==> src/rtl/ecci_pkg.sv <==
package ecci_pkg;

    parameter int unsigned DATA_W = 64;
    parameter int unsigned CHK_W  = 8;
    parameter int unsigned REG_W  = 32;
    parameter int unsigned ADDR_W = 2;

    localparam int unsigned HALF_W = DATA_W / 2;
    localparam int unsigned LANES  = DATA_W / CHK_W;

    // bit positions of the control copies inside the check-mask word
    localparam int unsigned CHKW_ARM_POS = CHK_W;
    localparam int unsigned CHKW_MIR_POS = CHK_W + 1;

    typedef enum logic [ADDR_W-1:0] {
        RA_MASK_HI = 2'd0,
        RA_MASK_LO = 2'd1,
        RA_CHK     = 2'd2,
        RA_CTRL    = 2'd3
    } reg_addr_e;

    typedef struct packed {
        logic arm;
        logic mirror;
    } inj_ctrl_t;

    typedef struct packed {
        logic [DATA_W-1:0] data_mask;
        logic [CHK_W-1:0]  chk_mask;
        inj_ctrl_t         ctrl;
    } inj_cfg_t;

    typedef struct packed {
        logic              valid;
        logic [DATA_W-1:0] data;
        logic [CHK_W-1:0]  chk;
    } wr_beat_t;

    function automatic logic [REG_W-1:0] chk_word(input logic [CHK_W-1:0] m,
                                                  input inj_ctrl_t c);
        logic [REG_W-1:0] w;
        w = '0;
        w[CHK_W-1:0]    = m;
        w[CHKW_ARM_POS] = c.arm;
        w[CHKW_MIR_POS] = c.mirror;
        return w;
    endfunction

    function automatic logic [REG_W-1:0] ctrl_word(input inj_ctrl_t c);
        logic [REG_W-1:0] w;
        w    = '0;
        w[0] = c.arm;
        w[1] = c.mirror;
        return w;
    endfunction

endpackage

==> src/rtl/ecci_regs.sv <==
module ecci_regs
    import ecci_pkg::*;
(
    input  logic              clk,
    input  logic              rst,
    input  logic              wr_en_i,
    input  logic [ADDR_W-1:0] addr_i,
    input  logic [REG_W-1:0]  wdata_i,
    output logic [REG_W-1:0]  rdata_o,
    output inj_cfg_t          cfg_o
);

    reg_addr_e ra;
    assign ra = reg_addr_e'(addr_i);

    always_ff @(posedge clk) begin
        if (rst) begin
            cfg_o <= '0;
        end else if (wr_en_i) begin
            case (ra)
                RA_MASK_HI: cfg_o.data_mask[DATA_W-1:HALF_W] <= wdata_i[HALF_W-1:0];
                RA_MASK_LO: cfg_o.data_mask[HALF_W-1:0]      <= wdata_i[HALF_W-1:0];
                RA_CHK:     cfg_o.chk_mask                   <= wdata_i[CHK_W-1:0];
                RA_CTRL: begin
                    cfg_o.ctrl.arm    <= wdata_i[0];
                    cfg_o.ctrl.mirror <= wdata_i[1];
                end
                default: ;
            endcase
        end
    end

    always_comb begin
        rdata_o = '0;
        case (ra)
            RA_MASK_HI: rdata_o[HALF_W-1:0] = cfg_o.data_mask[DATA_W-1:HALF_W];
            RA_MASK_LO: rdata_o[HALF_W-1:0] = cfg_o.data_mask[HALF_W-1:0];
            RA_CHK:     rdata_o = chk_word(cfg_o.chk_mask, cfg_o.ctrl);
            RA_CTRL:    rdata_o = ctrl_word(cfg_o.ctrl);
            default:    rdata_o = '0;
        endcase
    end

    assert_reset_clear_R1: assert property (@(posedge clk) disable iff (rst)
        $past(rst) |-> (cfg_o == '0));

    assert_chk_keeps_ctrl_R3: assert property (@(posedge clk) disable iff (rst)
        (wr_en_i && ra == RA_CHK) |=> $stable(cfg_o.ctrl) && $stable(cfg_o.data_mask));

    assert_ctrl_keeps_masks_R4: assert property (@(posedge clk) disable iff (rst)
        (wr_en_i && ra == RA_CTRL) |=> $stable(cfg_o.chk_mask) && $stable(cfg_o.data_mask));

endmodule

==> src/rtl/ecci_lane.sv <==
module ecci_lane
    import ecci_pkg::*;
(
    input  logic             arm_i,
    input  logic [CHK_W-1:0] byte_i,
    input  logic [CHK_W-1:0] flip_i,
    output logic [CHK_W-1:0] byte_o
);

    logic [CHK_W-1:0] gated;
    assign gated  = arm_i ? flip_i : '0;
    assign byte_o = byte_i ^ gated;

endmodule

==> src/rtl/ecci_corrupt.sv <==
module ecci_corrupt
    import ecci_pkg::*;
(
    input  logic     clk,
    input  logic     rst,
    input  inj_cfg_t cfg_i,
    input  wr_beat_t beat_i,
    output wr_beat_t beat_o
);

    logic [DATA_W-1:0] data_x;
    logic [CHK_W-1:0]  chk_x;
    logic [CHK_W-1:0]  chk_sel;

    for (genvar g = 0; g < LANES; g++) begin : g_lane
        ecci_lane u_lane (
            .arm_i  (cfg_i.ctrl.arm),
            .byte_i (beat_i.data[g*CHK_W +: CHK_W]),
            .flip_i (cfg_i.data_mask[g*CHK_W +: CHK_W]),
            .byte_o (data_x[g*CHK_W +: CHK_W])
        );
    end

    ecci_lane u_chk_lane (
        .arm_i  (cfg_i.ctrl.arm),
        .byte_i (beat_i.chk),
        .flip_i (cfg_i.chk_mask),
        .byte_o (chk_x)
    );

    always_comb begin
        if (cfg_i.ctrl.arm && cfg_i.ctrl.mirror) begin
            chk_sel = data_x[CHK_W-1:0];
        end else begin
            chk_sel = chk_x;
        end
    end

    always_ff @(posedge clk) begin
        if (rst) begin
            beat_o <= '0;
        end else begin
            beat_o.valid <= beat_i.valid;
            beat_o.data  <= data_x;
            beat_o.chk   <= chk_sel;
        end
    end

    assert_pass_when_off_R5: assert property (@(posedge clk) disable iff (rst)
        (beat_i.valid && !cfg_i.ctrl.arm) |=>
            (beat_o.data == $past(beat_i.data)) && (beat_o.chk == $past(beat_i.chk)));

    assert_data_flip_R6: assert property (@(posedge clk) disable iff (rst)
        (beat_i.valid && cfg_i.ctrl.arm) |=>
            ((beat_o.data ^ $past(beat_i.data)) == $past(cfg_i.data_mask)));

    assert_chk_flip_R6: assert property (@(posedge clk) disable iff (rst)
        (beat_i.valid && cfg_i.ctrl.arm && !cfg_i.ctrl.mirror) |=>
            ((beat_o.chk ^ $past(beat_i.chk)) == $past(cfg_i.chk_mask)));

    assert_mirror_byte_R7: assert property (@(posedge clk) disable iff (rst)
        (beat_i.valid && cfg_i.ctrl.arm && cfg_i.ctrl.mirror) |=>
            (beat_o.chk == beat_o.data[CHK_W-1:0]));

    assert_valid_follows_R9: assert property (@(posedge clk) disable iff (rst)
        beat_i.valid |=> beat_o.valid);

endmodule

==> src/rtl/ecc_wr_injector.sv <==
module ecc_wr_injector
    import ecci_pkg::*;
(
    input  logic              clk,
    input  logic              rst,
    input  logic              reg_wr_en,
    input  logic [ADDR_W-1:0] reg_addr,
    input  logic [REG_W-1:0]  reg_wdata,
    output logic [REG_W-1:0]  reg_rdata,
    input  logic              wr_valid_i,
    input  logic [DATA_W-1:0] wr_data_i,
    input  logic [CHK_W-1:0]  wr_chk_i,
    output logic              wr_valid_o,
    output logic [DATA_W-1:0] wr_data_o,
    output logic [CHK_W-1:0]  wr_chk_o,
    input  logic [DATA_W-1:0] rd_data_i,
    input  logic [CHK_W-1:0]  rd_chk_i,
    output logic [DATA_W-1:0] rd_data_o,
    output logic [CHK_W-1:0]  rd_chk_o
);

    inj_cfg_t cfg;
    wr_beat_t beat_in;
    wr_beat_t beat_out;

    ecci_regs u_regs (
        .clk     (clk),
        .rst     (rst),
        .wr_en_i (reg_wr_en),
        .addr_i  (reg_addr),
        .wdata_i (reg_wdata),
        .rdata_o (reg_rdata),
        .cfg_o   (cfg)
    );

    assign beat_in.valid = wr_valid_i;
    assign beat_in.data  = wr_data_i;
    assign beat_in.chk   = wr_chk_i;

    ecci_corrupt u_corrupt (
        .clk    (clk),
        .rst    (rst),
        .cfg_i  (cfg),
        .beat_i (beat_in),
        .beat_o (beat_out)
    );

    assign wr_valid_o = beat_out.valid;
    assign wr_data_o  = beat_out.data;
    assign wr_chk_o   = beat_out.chk;

    // read side crosses untouched
    assign rd_data_o = rd_data_i;
    assign rd_chk_o  = rd_chk_i;

endmodule

==> config.mk <==
export PLATFORM = sky130hd
export DESIGN_NAME = ecc_wr_injector
export DESIGN_NICKNAME = d
export VERILOG_FILES = /design/src/rtl/ecci_pkg.sv /design/src/rtl/ecci_regs.sv /design/src/rtl/ecci_lane.sv /design/src/rtl/ecci_corrupt.sv /design/src/rtl/ecc_wr_injector.sv
export SDC_FILE = /design/constraint.sdc
export NUM_CORES = 1
export LEC_CHECK = 0
export ABC_AREA = 1
export BUFFER_PORTS_ARGS = -buffer_cell sky130_fd_sc_hd__buf_2
export CORE_AREA = 2 2 141 143
export DETAILED_ROUTE_END_ITERATION = 16
export DIE_AREA = 0 0 143 145
export PLACE_DENSITY = 0.64
export SETUP_SLACK_MARGIN = 0.3
export SYNTH_ARGS = -nofsm -noshare
export SYNTH_HDL_FRONTEND = slang
export SYNTH_SLANG_ARGS = --single-unit
==> constraint.sdc <==
create_clock -name clk -period 1.1 [get_ports clk]
set_input_delay 0.22 -clock clk [delete_from_list [all_inputs] [get_ports clk]]
set_output_delay 0.22 -clock clk [all_outputs]
set_load 0.005 [all_outputs]
==> summary.txt, run 1 <==
Slowest stage cell, crit path -> dfxtp_4
Grt ovf -> 0
Worst skew pair latency -> 420 ps
Via count -> 6535
Status -> complete, but fails checks
Unrepaired setup endpoints after global routing -> true
Netlist Area Pre-Place -> 0.00653 mm^2
Number of port buffers -> 214
Initial core utilization -> 34.0%
Number of synthesized register bits -> 147
Core Box Area -> 0.0192 mm^2
Kind of cell adding the most delay to the critical path -> buffers and inverters
Pre-antenna DRT Iters -> 5
CP Launch Type -> register
Syn Nets -> 1024
Routed length per placed instance -> 17.9 um
Critical Path Max Stage Delay -> 360 ps
FILL cells -> 1611
Total of max-cap violations -> 0
Row cnt -> 51
Post-DRT Antenna Nets -> 0
Failing checks -> setup timing
Die W -> 143 um
Hpwl dp -> 14800 um
Register area share after synthesis -> 45.1%
Largest net degree at the start of global routing -> 33
CTS sink count -> 147
Mean Syn Cell Area -> 7.76 um^2
Min cycle time layout -> 1450 ps
Total power -> 14.2 mW
Max transition margin -> 82.9%
Initial antenna violation count -> 0
Top post-synthesis cells by count -> nor2_1 (198), dfxtp_1 (147), nand2_1 (141)
I/O pins -> 359
Htree depth -> 4
Area share of the largest cell type after synthesis -> 45.1%
Setup TNS -> -23060 ps
Iter 0 DRT Violations -> 324
Top FF cell, synth -> dfxtp_1
Highest clock rate -> 0.688 GHz
Nets@finish -> 1295
Layout Skew -> 10.1 ps
Die height -> 145 um
Post-synth EDFFs -> 0
Slew @ Worst Pin -> 256 ps
Final hold vios -> 0
Period utilisation layout -> 132%
Count of cell types in the netlist -> 26
CP max FO -> 8
CTS tree -> built
Placer Congestion -> 0.864
Share of synthesized registers carrying an async set or reset -> 0%
CTS max path bufs -> 2
# DRC -> 0
Layout cells sized above 1 -> 61.0%
Vias in the first global route -> 6354
Crit path DAT -> 1760 ps
Worst path required time -> 1400 ps
CP endpoint kind -> register
Peak supply drop -> 1010 uV
Clock root buffer -> clkbuf_16
Final WS setup -> -354 ps
# diodes -> 0
Total CTS buffers -> 17
Pins Over Slew Limit -> 0
Synth top area cells -> dfxtp_1 (45%), nor2_1 (11%), buf_4 (9.3%), nand2_1 (8.1%), xor2_1 (7.8%)
Min-delay worst type -> in -> reg
Post-Syn Instances -> 842
Setup violators final -> 102
Leak -> 5.47 nW
Die Area -> 0.0207 mm^2
Pwr dens -> 1310 mW/mm^2
All-Layer GR Usage -> 22.5%
Area leader, netlist -> dfxtp_1
Vias/cell -> 4.70
Worst-path cell chain -> buf_4 -> buf_6 -> buf_12 -> buf_12 -> buf_16 -> nand2_2 -> xor2_1 -> nor2_1
Warnings, synthesis -> 0
Drt total wl -> 24900 um
Most numerous cell in the Yosys netlist -> nor2_1
Layout area overhead -> 66.9%
First-pass GRT wire length -> 35300 um
Number of buffers and inverters on the critical path -> 5
Most frequent CP cell -> buf_12
Clock slew at reported path FFs -> 60 ps
Worst Path Class, Setup -> reg -> reg
-- report_power, final --
group | leakage [nW] | switching, mW | internal, mW
Combinational | 3.93 | 1.22 | 1.23
Sequential | 1.25 | 0.162 | 5.65
Clock | 0.287 | 2.35 | 3.60
-- final cells by class --
cell class / count / area [um^2] / area share (%)
Tap cell: 265 / 332 / 3.04
Multi-Input combinational cell: 545 / 3590 / 32.9
Inverter: 35 / 193 / 1.77
Timing Repair Buffer: 365 / 3080 / 28.2
Clock inverter: 10 / 123 / 1.13
Timing Repair inverter: 2 / 36.3 / 0.333
Sequential cell: 147 / 3070 / 28.2
Clock buffer: 21 / 482 / 4.42
-- per-stage QoR --
stage / setup WS (ps) / cell area [um^2] / hold WS (ps) / std cells / util [%]
2_1_floorplan: 18.1 / 6700 / 327 / 842 / -
6_report: -354 / 10900 / 35.9 / 1390 / 56.7
5_1_grt: -416 / 10900 / 32.7 / 1390 / 56.7
4_1_cts: -355 / 9830 / 23.1 / 1363 / 51.2
3_5_place_dp: -300 / 7650 / 431 / 1246 / 39.8
3_3_place_gp: -295 / 7650 / 421 / 1246 / 39.8
-- layout by cell type (no fill, tap or decap), types with 2 or more instances in the layout --
master and instances:
bufinv_16 2, buf_4 81, nor2_4 16, buf_12 26, o21ai_4 2, clkbuf_16 21
buf_6 32, inv_2 7, buf_8 7, dfxtp_4 7, nand3_2 12, inv_12 3
nand2_4 43, a21oi_1 5, inv_16 2, nor2_1 178, buf_16 13, dfxtp_2 80
inv_6 2, o21ai_0 14, o211ai_1 2, nand3_1 13, nand2_1 57, xor2_2 9
inv_1 22, clkbuf_8 2, a22o_1 21, dfxtp_1 60, nand4_1 2, o21ai_1 14
nand2_2 39, o21ai_2 44, clkinv_4 3, xor2_1 49, buf_2 201, nand2_8 4
nor2_2 16, clkinvlp_4 3, a21oi_2 3
-- layer usage --
layer / global-route usage [%] / vias up / routed length [um]
met5: 0 / - / 0
met1: 26.6 / 3069 / 9900
met3: 5.45 / 84 / 1550
met4: 11.5 / 0 / 1020
met2: 37.7 / 266 / 12400
li1: - / 3116 / -
-- logic make-up (layout without fill, tap and decap cells) --
family / Yosys count / in the layout / synth area share, %
buffers and inverters: 150 / 433 / 14.2
XOR/XNOR: 58 / 58 / 7.78
AND/OR/NAND/NOR: 381 / 381 / 23.5
AO/OA/AOI/OAI: 106 / 106 / 9.46
flip-flops: 147 / 147 / 45.1
-- worst min-delay path, delay by kind of cell --
kind	cells	cell delay, ps
xor+xnor	1	50
buf+inv	1	80
simple gates	1	70
-- sequential cells by signal (all words and copies together), names as in the netlist --
signal,flops
u_regs.cfg_o,74
u_corrupt.beat_o,73
-- what timing repair did --
action                                  CTS  global route
gates resized for setup                 213           240
hold buffers                              1             0
endpoints found under the setup margin  242           247
buffers inserted                         68            23
gates cloned                             17             4
hold endpoints to repair                  1             0
pin swaps                                94           105
-- worst paths after layout --
path,start,endpoint,depth (start not counted),slack [ps]
max,u_regs.cfg_o[1],u_corrupt.beat_o[39],8,-350
min,wr_data_i[45],u_corrupt.beat_o[53],3,40
max reg2reg,u_regs.cfg_o[1],u_corrupt.beat_o[39],8,-350
min reg2reg,u_regs.cfg_o[21],u_regs.cfg_o[21],2,510
No activity file was read; power rests on OpenSTA's default activity.
==> inputs of run 2 (changes only) <==
- RECOVER_POWER: not set -> 100
==> summary.txt, run 2 (same netlist as run 1, synthesis figures left out) <==
Status -> complete, but fails checks
Failing checks -> setup timing
CP Launch Type -> register
Worst path required time -> 1400 ps
Unrepaired setup endpoints after global routing -> true
Iter 0 DRT Violations -> 313
All-Layer GR Usage -> 22.5%
Pwr dens -> 1320 mW/mm^2
CP endpoint kind -> register
Min cycle time layout -> 1450 ps
Layout cells sized above 1 -> 57.1%
# diodes -> 0
Met3 Wirelength -> 1560 um
Die height -> 145 um
Worst-path cell chain -> buf_4 -> buf_6 -> buf_12 -> buf_12 -> buf_16 -> nand2_2 -> xor2_1 -> nor2_1
Final WS setup -> -348 ps
CTS sink count -> 147
CTS tree -> built
Pins Over Slew Limit -> 0
Hpwl dp -> 14800 um
Largest net degree at the start of global routing -> 33
Worst skew pair latency -> 420 ps
Vias/cell -> 4.72
Layout area overhead -> 64.5%
Slew @ Worst Pin -> 383 ps
DRT met1 WL -> 9940 um
I/O pins -> 359
Most frequent cells in the layout -> buf_2 (184), nor2_1 (178), buf_4 (82)
Final hold vios -> 0
Setup violators final -> 121
Kind of cell adding the most delay to the critical path -> buffers and inverters
Crit path DAT -> 1750 ps
FILL cells -> 1663
Max transition margin -> 74.4%
Row cnt -> 51
Peak supply drop -> 1010 uV
Post-DRT Antenna Nets -> 0
Routed length per placed instance -> 17.9 um
Number of port buffers -> 214
Placed cell count -> 1246
Die Area -> 0.0207 mm^2
Largest register FFs -> 74
Total CTS buffers -> 17
Initial core utilization -> 34.0%
Via count -> 6566
Leak -> 5.39 nW
CP max FO -> 8
Initial antenna violation count -> 0
Layout Skew -> 9.87 ps
Routed length on met2 -> 12400 um
Number of buffers and inverters on the critical path -> 5
Top reg by flops -> u_regs.cfg_o
First-pass GRT wire length -> 35300 um
Vias in the first global route -> 6354
Placer Congestion -> 0.864
Pre-antenna DRT Iters -> 4
Slowest stage cell, crit path -> dfxtp_4
Worst Path Class, Setup -> reg -> reg
Core Box Area -> 0.0192 mm^2
Highest clock rate -> 0.691 GHz
Grt ovf -> 0
# DRC -> 0
Top routing layer used -> met4
Fin area -> 0.0107 mm^2
Clock slew at reported path FFs -> 70 ps
Clock root buffer -> clkbuf_16
Commonest non-fill, non-tap cell in the layout -> buf_2
CTS max path bufs -> 2
Final cell count without fillers -> 1390
Min-delay worst type -> in -> reg
Largest registers -> u_regs.cfg_o x74, u_corrupt.beat_o x73
Htree depth -> 4
Most frequent CP cell -> buf_12
Placed cell areas -> 0.00765 mm^2
Total of max-cap violations -> 0
Nets@finish -> 1295
Period utilisation layout -> 132%
Die W -> 143 um
Critical Path Max Stage Delay -> 360 ps
Drt total wl -> 24900 um
==> run 2: area by class of cell <==
| type | instances | area, um^2 | share of cell area [%] |
|---|---|---|---|
| Clock buffer | 21 | 482 | 4.48 |
| Clock inverter | 10 | 123 | 1.14 |
| Inverter | 35 | 191 | 1.78 |
| Multi-Input combinational cell | 545 | 3500 | 32.6 |
| Sequential cell | 147 | 3060 | 28.5 |
| Tap cell | 265 | 332 | 3.09 |
| Timing Repair Buffer | 365 | 3020 | 28.1 |
| Timing Repair inverter | 2 | 36.3 | 0.338 |
==> run 2: final timing paths <==
path | from | end | slack [ps] | cells past startpoint
max | u_regs.cfg_o[1] | u_corrupt.beat_o[39] | -350 | 8
min reg2reg | u_regs.cfg_o[62] | u_regs.cfg_o[62] | 520 | 2
min | wr_data_i[45] | u_corrupt.beat_o[53] | 40 | 3
max reg2reg | u_regs.cfg_o[1] | u_corrupt.beat_o[39] | -350 | 8
==> run 2: stage by stage <==
| stage | setup TNS (ps) | power, mW | setup WS, ps | util [%] | hold slack [ps] |
|---|---|---|---|---|---|
| finish | -24200 | 14.2 | -348 | 55.9 | 35.9 |
| global route | -29800 | 14.7 | -416 | 55.9 | 32.7 |
| CTS | -16330 | 13.9 | -355 | 51.2 | 23.1 |
| detailed placement | -21720 | 7.37 | -300 | 39.8 | 431 |
| global placement | -19940 | 7.35 | -295 | 39.8 | 421 |
| floorplan | 0 | 6.83 | 18.1 | - | 327 |
==> run 2: layer usage <==
layer | vias up | global-route usage [%]
met3 | 87 | 5.45
met4 | 0 | 11.5
met5 | - | 0
met1 | 3095 | 26.6
li1 | 3118 | -
met2 | 266 | 37.7
==> run 2: report_power, final <==
| part | total (mW) | switching [mW] | internal, mW | leakage (nW) |
|---|---|---|---|---|
| sequential | 5.81 | 0.160 | 5.65 | 1.25 |
| combinational | 2.39 | 1.20 | 1.19 | 3.85 |
| clock | 5.96 | 2.35 | 3.60 | 0.287 |
| total | 14.2 | 3.72 | 10.4 | 5.39 |
==> run 2: worst register-to-register path, delay by kind of cell (launching register included) <==
family	cells	cell delay, ps
AND/OR/NAND/NOR	2	120
buffers and inverters	5	670
XOR/XNOR	1	180
flip-flops	1	360
==> run 2: repair_timing <==
| action | CTS | global route |
|---|---|---|
| resized for setup | 213 | 240 |
| pin swaps | 94 | 105 |
| buffers inserted | 68 | 23 |
| endpoints found under the hold margin | 1 | 0 |
| gates cloned | 17 | 4 |
| hold buffers | 1 | 0 |
| endpoints found under the setup margin | 242 | 247 |
